$ cat src/rtl/sptmr_pkg.sv
package sptmr_pkg;

  // Which tick enable feeds a counter half.
  typedef enum logic [1:0] {
    SRC_SYS = 2'd0,
    SRC_DIV = 2'd1,
    SRC_EXT = 2'd2
  } tick_src_e;

  // Two-level choice: the per-half select wins; otherwise the shared bit decides.
  function automatic tick_src_e pick_src(input logic sel_sys, input logic ext_sel);
    if (sel_sys)      return SRC_SYS;
    else if (ext_sel) return SRC_EXT;
    else              return SRC_DIV;
  endfunction

  localparam int unsigned HALVES = 2;
  localparam int unsigned LO_IDX = 0;
  localparam int unsigned HI_IDX = 1;

endpackage

$ cat src/rtl/sptmr_prescale.sv
module sptmr_prescale #(
  parameter int unsigned SYS_DIV     = 12,
  parameter int unsigned EXT_DIV     = 8,
  parameter int unsigned SYNC_STAGES = 2
) (
  input  logic clk_i,
  input  logic rst_ni,
  input  logic ext_clk_i,
  output logic tick_div_o,
  output logic tick_ext_o
);
  localparam int unsigned SW = (SYS_DIV > 1) ? $clog2(SYS_DIV) : 1;
  localparam int unsigned EW = (EXT_DIV > 1) ? $clog2(EXT_DIV) : 1;
  localparam logic [SW-1:0] SYS_LAST = SW'(SYS_DIV - 1);
  localparam logic [EW-1:0] EXT_LAST = EW'(EXT_DIV - 1);

  logic [SYNC_STAGES-1:0] sync_q;
  logic                   last_q;
  logic                   ext_rise;
  logic [SW-1:0]          sys_cnt_q;
  logic [EW-1:0]          ext_cnt_q;

  // Synchronizer chain followed by one more flop for edge detection.
  always_ff @(posedge clk_i) begin
    if (!rst_ni) begin
      sync_q <= '0;
      last_q <= 1'b0;
    end else begin
      sync_q <= {sync_q[SYNC_STAGES-2:0], ext_clk_i};
      last_q <= sync_q[SYNC_STAGES-1];
    end
  end

  assign ext_rise = sync_q[SYNC_STAGES-1] & ~last_q;

  // Free-running modulo counter for the system-clock divider.
  always_ff @(posedge clk_i) begin
    if (!rst_ni)                   sys_cnt_q <= '0;
    else if (sys_cnt_q == SYS_LAST) sys_cnt_q <= '0;
    else                           sys_cnt_q <= sys_cnt_q + 1'b1;
  end

  // Counter of synchronized rising edges.
  always_ff @(posedge clk_i) begin
    if (!rst_ni) ext_cnt_q <= '0;
    else if (ext_rise) begin
      if (ext_cnt_q == EXT_LAST) ext_cnt_q <= '0;
      else                       ext_cnt_q <= ext_cnt_q + 1'b1;
    end
  end

  assign tick_div_o = (sys_cnt_q == SYS_LAST);
  assign tick_ext_o = ext_rise && (ext_cnt_q == EXT_LAST);

  // the divided tick is a lone single-cycle pulse.
  p_div_tick_lone_r4: assert property (@(posedge clk_i) disable iff (!rst_ni)
    tick_div_o |=> !tick_div_o);

  // the divider counter never leaves its range.
  p_div_range_r4: assert property (@(posedge clk_i) disable iff (!rst_ni)
    sys_cnt_q <= SYS_LAST);

  // an external tick needs a fresh rising edge, so two never touch.
  p_ext_tick_lone_r5: assert property (@(posedge clk_i) disable iff (!rst_ni)
    tick_ext_o |=> !tick_ext_o);

  // the edge counter only moves on a detected rise.
  p_ext_hold_r5: assert property (@(posedge clk_i) disable iff (!rst_ni)
    !ext_rise |=> $stable(ext_cnt_q));

endmodule

$ cat src/rtl/sptmr_half.sv
module sptmr_half
  import sptmr_pkg::*;
#(
  parameter int unsigned W = 8
) (
  input  logic         clk_i,
  input  logic         rst_ni,
  input  logic         run_i,
  input  logic         sel_sys_i,
  input  logic         ext_sel_i,
  input  logic         tick_div_i,
  input  logic         tick_ext_i,
  input  logic         rld_we_i,
  input  logic [W-1:0] rld_data_i,
  input  logic         clr_i,
  output logic [W-1:0] cnt_o,
  output logic         flag_o
);
  localparam logic [W-1:0] TOP = '1;

  tick_src_e    src;
  logic         raw_tick;
  logic         tick;
  logic         wrap;
  logic [W-1:0] cnt_q;
  logic [W-1:0] rld_q;
  logic         flag_q;

  assign src = pick_src(sel_sys_i, ext_sel_i);

  always_comb begin
    unique case (src)
      SRC_SYS: raw_tick = 1'b1;
      SRC_EXT: raw_tick = tick_ext_i;
      default: raw_tick = tick_div_i;
    endcase
  end

  assign tick = raw_tick & run_i;
  assign wrap = tick && (cnt_q == TOP);

  always_ff @(posedge clk_i) begin
    if (!rst_ni)   cnt_q <= '0;
    else if (wrap) cnt_q <= rld_q;
    else if (tick) cnt_q <= cnt_q + 1'b1;
  end

  always_ff @(posedge clk_i) begin
    if (!rst_ni)       rld_q <= '0;
    else if (rld_we_i) rld_q <= rld_data_i;
  end

  // Set has priority over clear.
  always_ff @(posedge clk_i) begin
    if (!rst_ni)     flag_q <= 1'b0;
    else if (wrap)   flag_q <= 1'b1;
    else if (clr_i)  flag_q <= 1'b0;
  end

  assign cnt_o  = cnt_q;
  assign flag_o = flag_q;

  // without a tick the count holds.
  p_hold_no_tick_r1: assert property (@(posedge clk_i) disable iff (!rst_ni)
    !tick |=> $stable(cnt_q));

  // a tick below the top steps by one.
  p_step_one_r1: assert property (@(posedge clk_i) disable iff (!rst_ni)
    (tick && cnt_q != TOP) |=> cnt_q == $past(cnt_q) + 1'b1);

  // rolling over loads the reload value that was held before the edge.
  p_reload_on_wrap_r6: assert property (@(posedge clk_i) disable iff (!rst_ni)
    wrap |=> cnt_q == $past(rld_q));

  // an overflow leaves the flag set, clear or not.
  p_set_wins_r9: assert property (@(posedge clk_i) disable iff (!rst_ni)
    wrap |=> flag_q);

  // the flag stays up until a clear strobe.
  p_flag_sticky_r8: assert property (@(posedge clk_i) disable iff (!rst_ni)
    (flag_q && !clr_i) |=> flag_q);

  // a reload write does not disturb the count by itself.
  p_write_keeps_count_r7: assert property (@(posedge clk_i) disable iff (!rst_ni)
    (rld_we_i && !tick) |=> cnt_q == $past(cnt_q));

endmodule

$ cat src/rtl/split_reload_timer.sv
module split_reload_timer
  import sptmr_pkg::*;
#(
  parameter int unsigned CNT_W       = 8,
  parameter int unsigned SYS_DIV     = 12,
  parameter int unsigned EXT_DIV     = 8,
  parameter int unsigned SYNC_STAGES = 2
) (
  input  logic             clk_i,
  input  logic             rst_ni,
  input  logic             ext_clk_i,
  input  logic             run_hi_i,
  input  logic             sel_sys_hi_i,
  input  logic             sel_sys_lo_i,
  input  logic             ext_sel_i,
  input  logic             irq_en_i,
  input  logic             lo_irq_en_i,
  input  logic [CNT_W-1:0] rld_data_i,
  input  logic             rld_we_hi_i,
  input  logic             rld_we_lo_i,
  input  logic             clr_hi_i,
  input  logic             clr_lo_i,
  output logic [CNT_W-1:0] cnt_hi_o,
  output logic [CNT_W-1:0] cnt_lo_o,
  output logic             flag_hi_o,
  output logic             flag_lo_o,
  output logic             irq_o
);
  logic                tick_div;
  logic                tick_ext;
  logic [HALVES-1:0]   run_v;
  logic [HALVES-1:0]   sel_v;
  logic [HALVES-1:0]   we_v;
  logic [HALVES-1:0]   clr_v;
  logic [HALVES-1:0]   flag_v;
  logic [CNT_W-1:0]    cnt_v [HALVES];

  sptmr_prescale #(
    .SYS_DIV    (SYS_DIV),
    .EXT_DIV    (EXT_DIV),
    .SYNC_STAGES(SYNC_STAGES)
  ) prescale_i (
    .clk_i     (clk_i),
    .rst_ni    (rst_ni),
    .ext_clk_i (ext_clk_i),
    .tick_div_o(tick_div),
    .tick_ext_o(tick_ext)
  );

  assign sel_v[HI_IDX] = sel_sys_hi_i;
  assign sel_v[LO_IDX] = sel_sys_lo_i;
  assign we_v[HI_IDX]  = rld_we_hi_i;
  assign we_v[LO_IDX]  = rld_we_lo_i;
  assign clr_v[HI_IDX] = clr_hi_i;
  assign clr_v[LO_IDX] = clr_lo_i;

  for (genvar g = 0; g < HALVES; g++) begin : g_half
    // Only the high half carries a run gate; the low half is always enabled.
    if (g == HI_IDX) begin : g_gated
      assign run_v[g] = run_hi_i;
    end else begin : g_free
      assign run_v[g] = 1'b1;
    end

    sptmr_half #(.W(CNT_W)) half_i (
      .clk_i     (clk_i),
      .rst_ni    (rst_ni),
      .run_i     (run_v[g]),
      .sel_sys_i (sel_v[g]),
      .ext_sel_i (ext_sel_i),
      .tick_div_i(tick_div),
      .tick_ext_i(tick_ext),
      .rld_we_i  (we_v[g]),
      .rld_data_i(rld_data_i),
      .clr_i     (clr_v[g]),
      .cnt_o     (cnt_v[g]),
      .flag_o    (flag_v[g])
    );
  end

  assign cnt_hi_o  = cnt_v[HI_IDX];
  assign cnt_lo_o  = cnt_v[LO_IDX];
  assign flag_hi_o = flag_v[HI_IDX];
  assign flag_lo_o = flag_v[LO_IDX];
  assign irq_o     = irq_en_i & (flag_v[HI_IDX] | (lo_irq_en_i & flag_v[LO_IDX]));

  // a stopped high half keeps its count.
  p_run_gate_r2: assert property (@(posedge clk_i) disable iff (!rst_ni)
    !run_hi_i |=> cnt_hi_o == $past(cnt_hi_o));

  // the per-cycle source moves the low half every cycle below the top.
  p_sys_every_cycle_r3: assert property (@(posedge clk_i) disable iff (!rst_ni)
    (sel_sys_lo_i && cnt_lo_o != '1) |=> cnt_lo_o == $past(cnt_lo_o) + 1'b1);

  // a set high flag with interrupts on always requests.
  p_irq_hi_r10: assert property (@(posedge clk_i) disable iff (!rst_ni)
    (irq_en_i && flag_hi_o) |-> irq_o);

  // a low flag alone is masked without its own enable.
  p_irq_lo_masked_r10: assert property (@(posedge clk_i) disable iff (!rst_ni)
    (!lo_irq_en_i && !flag_hi_o) |-> !irq_o);

  // the outputs are quiet in the first cycle after reset.
  p_reset_quiet_r11: assert property (@(posedge clk_i)
    !rst_ni |=> (flag_hi_o == 1'b0 && flag_lo_o == 1'b0 && cnt_hi_o == '0));

endmodule

$ cat config.mk
export PLATFORM = sky130hd
export DESIGN_NAME = split_reload_timer
export DESIGN_NICKNAME = d
export VERILOG_FILES = /design/src/rtl/sptmr_pkg.sv /design/src/rtl/sptmr_prescale.sv /design/src/rtl/sptmr_half.sv /design/src/rtl/split_reload_timer.sv
export SDC_FILE = /design/constraint.sdc
export NUM_CORES = 1
export LEC_CHECK = 0
export BUFFER_PORTS_ARGS = -buffer_cell sky130_fd_sc_hd__buf_2
export CELL_PAD_IN_SITES_DETAIL_PLACEMENT = 0
export CELL_PAD_IN_SITES_GLOBAL_PLACEMENT = 1
export CORE_AREA = 2 2 55 96
export CTS_BUF_LIST = sky130_fd_sc_hd__clkbuf_2 sky130_fd_sc_hd__clkbuf_4 sky130_fd_sc_hd__clkbuf_8
export DETAILED_ROUTE_END_ITERATION = 10
export DIE_AREA = 0 0 57 98
export PLACE_DENSITY = 0.79
export RECOVER_POWER = 50
export SYNTH_ARGS = -nofsm -noshare
export SYNTH_HDL_FRONTEND = slang
export SYNTH_SLANG_ARGS = --single-unit
$ cat constraint.sdc
create_clock -name clk_i -period 2.18 [get_ports clk_i]
set_clock_uncertainty 0.2 [all_clocks]
set_input_delay 0.109 -clock clk_i [delete_from_list [all_inputs] [get_ports clk_i]]
set_output_delay 0.109 -clock clk_i [all_outputs]
set_load 0.005 [all_outputs]
==> results.toml, run 1 <==
[final_layout]
antenna_cells = 0
syn_to_final_growth_pct = 23.8
multi_input_area_mm2 = 0.00105
fin_nets = 298
final-seq-area_um2 = 881
fillers = 501
drive_above_1_share_pct = 20.6
post-route-util_pct = 51.0

[placed_design]
place.gp.congestion = 0.777
dpl.hpwl_mm = 3.41
port_buffers = 39
pre_cts_ws_ns = 0.0761

[worst_setup_path]
cp.arrival_ns = 2.08
worst-r2r-setup-slack_ns = 0.12
reg2reg_depth = 7
timing.rr.start = "prescale_i.ext_cnt_q[0]"
path_cells = "ha_1 -> ha_1 -> and4b_1 -> o31ai_2 -> buf_4 -> or3_1 -> a221oi_2"
cp-start-kind = "flop"
crit_top_cell = "ha_1"
max_stage_delay_ns = 0.38
endpoint_kind = "flop"
critPathRequiredTime_ns = 2.20
cpMaxStageDelayCell = "or3_1"
path_class = "flop to flop"
timing.rr.end = "g_half[1].half_i.cnt_o[7]"
crit_path_max_fanout = 6

[timing]
slew_violations = 0
relSlewSlack_pct = 72.4
setup_ws_ns = 0.119
final.min_clock_period_ns = 2.06
setup_viol = 0
period_share_pct = 94.5
tightest_slew_ns = 0.410
hold_viol_final = 0
max_freq_mhz = 485
rsz0062_at_grt = "true"

[grt]
overflow = 0
grt_pass1_vias = 1706
grtUsageTotal_pct = 18.6
antenna_found_initial = 0
grt_max_degree = 39
grt_pass1_wl_mm = 8.09

[floorplan]
ioPinCount = 40
coreArea_mm2 = 0.00485
die_h_um = 98
rows = 34
die_x_um = 57
dieArea_mm2 = 0.00559
start_util_pct = 41.2

[clocking]
cts.sinks = 44
clk_pin_slew_ns = 0.08
cts_made_buffers = 5
worstSkewPairLatency_ns = 0.30
clock-root-buffer = "clkbuf_8"
cts_setup_buffers = 0
clock_path_buffers = 2
cts_tree = "done"
cts-htree-levels = 2

[power_and_ir_drop]
powerDensity_mw_per_mm2 = 611
vdd_drop_max_uv = 426
leakage_nw = 1.05
power_frac_seq_pct = 56.6
net-switching-power_mw = 0.368
intPower_mw = 1.14
power.share.switching_pct = 24.4
power_frac_clock_pct = 33.2
comb_power_share_pct = 10.2

[worst_hold_path]
hp-class = "primary input to flop"
worstHoldStart = "clr_lo_i"
worstHoldEndpoint = "g_half[0].half_i.flag_o"
whs_path_depth = 4

[synthesis]
syn_area_mm2 = 0.00200
synthCells = 215
synth-main-ff-cell = "dfxtp_1"
seq_area_frac_synth_pct = 44.1
syn_area_per_cell_um2 = 9.30
synth_edf_count = 0
synthArstFlopShare_pct = 0
synth-seq-cells = 44
ys_warn_count = 0
syn_nets = 241
synth.distinct_cells = 46

[drt]
drc = 0
initialDrtViolationCount = 44
wire_per_inst_um = 14.9
ant_nets = 0
routed_via_density = 5.39
routed_wl_mm = 4.86
vias = 1756
firstDrtPassIters = 4

[job]
drv_cap = 0

[status]
status = "finished clean"
## metal layers
metal	vias up	track usage, %	wire length [um]
li1	894	-	-
met1	816	20.8	2020
met2	36	32.6	2560
met3	10	2.78	152
met4	0	10.2	129
met5	-	0	0
## worst max path at each step
stage                                  startpoint                   endpoint  depth (start not counted)
after detailed placement  prescale_i.ext_cnt_q[0]  g_half[0].half_i.cnt_o[1]                          7
after floorplan           prescale_i.ext_cnt_q[0]  g_half[0].half_i.cnt_o[6]                          8
after global placement    prescale_i.ext_cnt_q[0]  g_half[0].half_i.cnt_o[1]                          7
final                     prescale_i.ext_cnt_q[0]  g_half[1].half_i.cnt_o[7]                          7
after CTS                 prescale_i.ext_cnt_q[0]  g_half[1].half_i.cnt_o[4]                          6
after global routing      prescale_i.ext_cnt_q[0]  g_half[1].half_i.cnt_o[4]                          6
## layout by cell type (no fill, tap or decap), types with 4 or more instances in the layout
master and count:
nand3_1 8, a31oi_1 4, inv_1 4, dlygate4sd3_1 13, dfxtp_1 44, buf_2 34, clkbuf_8 5, nand2_1 14
ha_1 5, nor2b_1 5, clkbuf_1 8, mux2i_1 23, buf_4 6, nor3_1 5, a21oi_1 11, nor2_1 30
and3_1 6
## power groups by stage
stage / Sequential, mW / Clock [mW] / Combinational [mW]
global route: 0.860 / 0.548 / 0.171
floorplan: 0.871 / 0 / 0.0868
CTS: 0.856 / 0.514 / 0.156
global placement: 0.874 / 0 / 0.137
finish: 0.856 / 0.502 / 0.154
detailed placement: 0.875 / 0 / 0.138
## flip-flops by register name (all words and copies together), names as in the netlist
signal                count
prescale_i.sys_cnt_q      4
g_half.half_i.rld_q      16
g_half.half_i.cnt_o      16
prescale_i.last_q         1
g_half.half_i.flag_o      2
prescale_i.sync_q         2
prescale_i.ext_cnt_q      3
## critical path, delay by kind of cell (launching register included)
kind	cells	cell delay (ns)
AND/OR/NAND/NOR	2	0.69
flip-flops	1	0.35
adder cells (fa/ha/maj)	2	0.30
AO/OA/AOI/OAI	2	0.28
buffers and inverters	1	0.15
## cells by family after synthesis
logic type	after synthesis	synth area share, %
multiplexers	23	11.5
XOR/XNOR	1	0.438
flip-flops	44	44.1
buffers and inverters	15	3.50
AO/OA/AOI/OAI	41	15.6
adder cells (fa/ha/maj)	5	3.13
AND/OR/NAND/NOR	86	21.7
## cell usage after synthesis, types with 3 or more instances
master | instances | area share, %
a31oi_1 | 4 | 1.3
ha_1 | 5 | 3.1
or3_1 | 4 | 1.3
nor2_1 | 30 | 5.6
clkbuf_1 | 6 | 1.1
nand2_1 | 14 | 2.6
nand3_1 | 8 | 2.0
a211oi_1 | 3 | 1.1
mux2i_1 | 23 | 12
and2_1 | 4 | 1.3
inv_1 | 4 | 0.75
dfxtp_1 | 44 | 44
a311oi_1 | 3 | 1.3
nor3_1 | 5 | 1.3
nor2b_1 | 5 | 1.6
and3_1 | 6 | 1.9
a21oi_1 | 11 | 2.8
## layout make-up
type                       count  share of cell area [%]
multi-input combinational    156                    42.6
clock inverter                 1                   0.202
tap                           54                    2.73
inverter                       4                   0.607
clock buffer                   6                    3.08
sequential                    44                    35.6
timing repair buffer          61                    15.2
## through the flow
step	hold WS (ns)	cells	setup TNS, ns	total power, mW	cell area (um^2)
3_3_place_gp	0.124	306	0	1.01	2270
5_1_grt	0.0342	326	-0.00192	1.58	2470
3_5_place_dp	0.127	306	0	1.01	2270
2_1_floorplan	0.0363	215	0	0.958	2000
6_report	0.00980	326	0	1.51	2470
4_1_cts	0.00174	326	0	1.53	2490
## what timing repair did
item                       4_1_cts  5_1_grt
setup endpoints to repair        0        7
resized for setup                0        3
hold endpoints to repair        25        0
hold buffers                    13        0
(Power assumes the default switching activity.)
==> run 2: changes to the inputs <==
==> constraint.sdc (replaced) <==
create_clock -name clk_i -period 2.18 [get_ports clk_i]
set_clock_uncertainty 0.2 [all_clocks]
set_input_delay 0.218 -clock clk_i [delete_from_list [all_inputs] [get_ports clk_i]]
set_output_delay 0.218 -clock clk_i [all_outputs]
set_load 0.005 [all_outputs]
==> run 2 against run 1 <==
Non-clock buffer count is 9 lower. Register-to-register slack worse by 0.02 ns. Die area stayed put. Via count stayed put. Global-route usage is 1.4 points lower. Sequential share of layout area is 0.81 points higher. Clock power is 5.0% higher. Final cell count is 2.5% lower. Wire length is 3.5% lower. Combinational power is 7% lower. Critical endpoint is now g_half[0].half_i.cnt_o[5].
==> results.toml, run 2 (same netlist as run 1, synthesis figures left out) <==
[status]
status = "finished clean"

[power_and_ir_drop]
net-switching-power_mw = 0.370
power_frac_seq_pct = 56.1
powerDensity_mw_per_mm2 = 632
leakage_nw = 1.05
p_total_mw = 1.53
power_frac_clock_pct = 34.5
intPower_mw = 1.16
power.share.switching_pct = 24.2
comb_power_share_pct = 9.4
vdd_drop_max_uv = 438

[floorplan]
dieArea_mm2 = 0.00559
rows = 34
start_util_pct = 41.2
ioPinCount = 40
die_h_um = 98
coreArea_mm2 = 0.00485
die_x_um = 57

[placed_design]
port_buffers = 39
pre_cts_ws_ns = 0.0671
dpl.cell_count = 302
dpl.hpwl_mm = 3.44
place.gp.congestion = 0.755

[drt]
routed_via_density = 5.52
drc = 0
ant_nets = 0
routed_wl_mm = 4.69
firstDrtPassIters = 4
vias = 1756
initialDrtViolationCount = 28
wire_per_inst_um = 14.8

[grt]
grt_max_degree = 39
antenna_found_initial = 0
grtUsageTotal_pct = 17.2
grt_pass1_vias = 1668
overflow = 0
grt_pass1_wl_mm = 7.63

[clocking]
cts_made_buffers = 5
cts-htree-levels = 2
clock_path_buffers = 2
cts.sinks = 44
worstSkewPairLatency_ns = 0.29
clk_pin_slew_ns = 0.08
cts_tree = "done"
clock-root-buffer = "clkbuf_8"

[worst_setup_path]
path_cells = "ha_1 -> ha_1 -> and4b_1 -> buf_4 -> o31ai_1 -> or4_1 -> o211ai_1"
max_stage_delay_ns = 0.38
worst-r2r-setup-slack_ns = 0.10
path_class = "flop to flop"
endpoint_kind = "flop"
crit_top_cell = "ha_1"
worst-path-buf-inv = 1
cp.arrival_ns = 2.06
critPathRequiredTime_ns = 2.16
crit_path_max_fanout = 5
cpMaxStageDelayCell = "o31ai_1"
reg2reg_depth = 7
crit_family = "compound AO/OA/AOI/OAI gates"
cp.depth = 7
crit_path_start = "prescale_i.ext_cnt_q[0]"
cp-start-kind = "flop"
timing.rr.start = "prescale_i.ext_cnt_q[0]"
timing.rr.end = "g_half[0].half_i.cnt_o[5]"

[worst_hold_path]
whs_path_depth = 3
worstHoldStart = "rld_data_i[5]"
worstHoldEndpoint = "g_half[0].half_i.rld_q[5]"
hp-class = "primary input to flop"

[final_layout]
layout_commonest_cell = "dfxtp_1"
final_cell_mix = "dfxtp_1 (44), buf_2 (38), nor2_1 (30), mux2i_1 (23), nand2_1 (14)"
fin_nets = 289
final_cells = 318
syn_to_final_growth_pct = 21.0
fillers = 499
antenna_cells = 0
drive_above_1_share_pct = 22.7

[timing]
relSlewSlack_pct = 44.2
holdWs_ns = 0.00304
tightest_slew_ns = 0.837
period_share_pct = 95.2
rsz0062_at_grt = "false"
setup_ws_ns = 0.104
tns_ns = 0
slew_violations = 0
final.min_clock_period_ns = 2.08
setup_viol = 0
hold_viol_final = 0
max_freq_mhz = 482

[job]
drv_cap = 0
[run 2: changes by cell type in the layout (fill, tap and decap cells not counted), sizes merged]
cell         previous run  this run
clkinv                  1         2
dlygate4sd3            13         8
clkbuf                 14         8
buf                    40        42
[run 2: repair_timing]
item,CTS,global route
setup endpoints to repair,0,5
hold buffers,8,0
resized for setup,0,2
hold endpoints to repair,14,0
buffers inserted,0,0
[run 2: layout make-up]
| cell class | count | area, um^2 | area share [%] |
|---|---|---|---|
| multi-input combinational | 156 | 1050 | 43.6 |
| clock buffer | 6 | 82.6 | 3.41 |
| inverter | 4 | 15.0 | 0.620 |
| timing repair buffer | 52 | 309 | 12.8 |
| clock inverter | 2 | 10.0 | 0.414 |
| tap | 54 | 67.6 | 2.79 |
| sequential | 44 | 881 | 36.4 |
[run 2: power groups by stage]
stage | sequential (mW) | combinational (mW) | clock, mW
floorplan | 0.871 | 0.0868 | 0
global placement | 0.875 | 0.131 | 0
detailed placement | 0.876 | 0.134 | 0
CTS | 0.858 | 0.145 | 0.544
global route | 0.861 | 0.160 | 0.573
finish | 0.858 | 0.143 | 0.527
[run 2: worst reg2reg max path: cells and delay by family, from the launching register on]
family | cells | cell delay, ns
AOI/OAI and AO/OA | 2 | 0.45
adders and majority gates | 2 | 0.39
buffers and inverters | 1 | 0.16
DFF | 1 | 0.33
and+or+nand+nor | 2 | 0.42
[run 2: through the flow]
stage               utilization [%]  instance area, um^2
floorplan                         -                 2000
finish                         49.9                 2420
detailed placement             46.3                 2240
CTS                            49.8                 2420
global route                   49.9                 2420
global placement               46.3                 2240
[run 2: worst max-delay path by stage]
stage,endpoint,slack (ns)
after floorplan,g_half[0].half_i.cnt_o[6],0.18
after global placement,g_half[0].half_i.cnt_o[1],0.12
after detailed placement,g_half[0].half_i.cnt_o[1],0.07
after CTS,g_half[0].half_i.cnt_o[1],0.04
after global routing,g_half[0].half_i.cnt_o[3],0.02
final,g_half[0].half_i.cnt_o[5],0.10
[run 2: metal layers]
metal	wire, um	track usage [%]
met1	1970	19.6
met2	2500	30.9
met3	139	2.52
met4	87	6.98
met5	0	0
==> run 3: changes to the inputs <==
- CORE_AREA: 2 2 55 96 -> 2 2 64 79
- DIE_AREA: 0 0 57 98 -> 0 0 66 81
- PLACE_DENSITY: 0.79 -> 0.83
- clock period: 2.18 -> 2.6 ns (I/O delays scaled with it)
==> run 3 against run 2 <==
Register-to-register slack improved by 0.25 ns. Power fell by 19%. Sequential cell count did not move. Count of clock-buffer cells in the layout did not move. Wire length fell by 9.7%. Non-clock buffer count fell by 10. Critical path depth fell by 1. Die area fell by 4.3%. Sequential share of layout area rose by 1.7 points. Final cell count fell by 1.6%. Largest power group unchanged.
==> results.toml, run 3 (same netlist as run 1, synthesis figures left out) <==
[final_layout]
final_cell_mix = "dfxtp_1 (44), buf_2 (37), nor2_1 (30), mux2i_1 (23), nand2_1 (14)"
stdcell_area_mm2 = 0.00231
fin_nets = 279
post-route-util_pct = 49.2
antenna_cells = 0
layout_commonest_cell = "dfxtp_1"
syn_to_final_growth_pct = 15.6
drive_above_1_share_pct = 20.2

[clocking]
cts_made_buffers = 5
cts_setup_buffers = 0
clock_path_buffers = 2
cts_tree = "done"
worstSkewPairLatency_ns = 0.29
cts.sinks = 44
cts_resized = 0
clock-root-buffer = "clkbuf_8"
cts-htree-levels = 2
clk_pin_slew_ns = 0.08

[worst_setup_path]
crit_top_cell = "ha_1"
crit_family = "simple AND/OR/NAND/NOR gates"
endpoint_kind = "flop"
critPathRequiredTime_ns = 2.56
worst-r2r-setup-slack_ns = 0.36
path_class = "flop to flop"
cpMaxStageDelayCell = "or3_1"
worst-path-buf-inv = 0
cp.arrival_ns = 2.21
path_cells = "ha_1 -> ha_1 -> and4b_1 -> or3_1 -> a41oi_1 -> a211oi_2"
crit_path_max_fanout = 12
cp-start-kind = "flop"
max_stage_delay_ns = 0.54

[timing]
holdWs_ns = 0.0181
setup_viol = 0
slew_violations = 0
period_share_pct = 86.3
relSlewSlack_pct = 48.0
rsz0062_at_grt = "false"
hold_viol_final = 0
setup_ws_ns = 0.357
tightest_slew_ns = 0.781
tns_ns = 0
max_freq_mhz = 446
final.min_clock_period_ns = 2.24

[drt]
wire_per_inst_um = 13.5
initialDrtViolationCount = 76
vias = 1671
routed_wl_mm = 4.24
drc = 0
ant_nets = 0
routed_via_density = 5.34
firstDrtPassIters = 4

[status]
status = "finished clean"

[placed_design]
place.gp.congestion = 0.767
pre_cts_ws_ns = 0.383
port_buffers = 39
dpl_cell_area_mm2 = 0.00223
dpl.hpwl_mm = 3.18

[power_and_ir_drop]
powerDensity_mw_per_mm2 = 534
vdd_drop_max_uv = 382
leakage_nw = 0.981

[floorplan]
dieArea_mm2 = 0.00535
ioPinCount = 40
coreArea_mm2 = 0.00469
die_h_um = 81
rows = 28
start_util_pct = 42.6
die_x_um = 66

[worst_hold_path]
hp-class = "primary input to flop"

[job]
drv_cap = 0

[grt]
grt_pass1_wl_mm = 6.87
overflow = 0
grt_pass1_vias = 1468
antenna_found_initial = 0
grtUsageTotal_pct = 16.9
grt_max_degree = 20
==> run 3: per-stage QoR <==
step / total power [mW] / instances
floorplan: 0.803 / 215
global placement: 0.841 / 305
detailed placement: 0.842 / 305
CTS: 1.25 / 313
global route: 1.30 / 313
finish: 1.23 / 313
==> run 3: per-layer routing <==
layer | vias up | GRT usage, % | wire, um
met3 | 6 | 4.43 | 169
met1 | 774 | 21.1 | 1930
met2 | 32 | 27.6 | 2090
met5 | - | 0 | 0
li1 | 859 | - | -
met4 | 0 | 6.94 | 51
==> run 3: final timing paths <==
path / startpoint / end / cells past startpoint
setup / recovery: prescale_i.ext_cnt_q[0] / g_half[0].half_i.cnt_o[3] / 6
hold reg to reg: prescale_i.sync_q[0] / prescale_i.sync_q[1] / 1
hold / removal: rld_data_i[1] / g_half[1].half_i.rld_q[1] / 3
setup reg to reg: prescale_i.ext_cnt_q[0] / g_half[0].half_i.cnt_o[3] / 6
==> run 3: timing repair <==
item                                    in CTS  in global routing
endpoints found under the setup margin       0                  0
hold buffers                                 1                  0
endpoints found under the hold margin        1                  0
==> run 3: layout make-up <==
| class | count | area, um^2 |
|---|---|---|
| fillers | 486 | 2380 |
| multi-input cells | 156 | 1050 |
| flip-flops and latches | 44 | 881 |
| repair buffers | 42 | 210 |
| clock buffers | 6 | 76.3 |
| well taps | 60 | 75.1 |
| inverters | 4 | 15.0 |
| clock inverters | 1 | 5.00 |
==> run 3: where the power goes <==
group / total (mW) / switching (mW) / internal, mW / leakage, nW
sequential: 0.720 / 0.0197 / 0.700 / 0.360
combinational: 0.105 / 0.0563 / 0.0488 / 0.577
clock: 0.408 / 0.215 / 0.193 / 0.0445
total: 1.23 / 0.291 / 0.942 / 0.981
==> run 3: tightest hold or removal path, cell delays in order <==
cell and delay, ns:
buf_2 0.09, mux2i_1 0.06, nor2_1 0.07
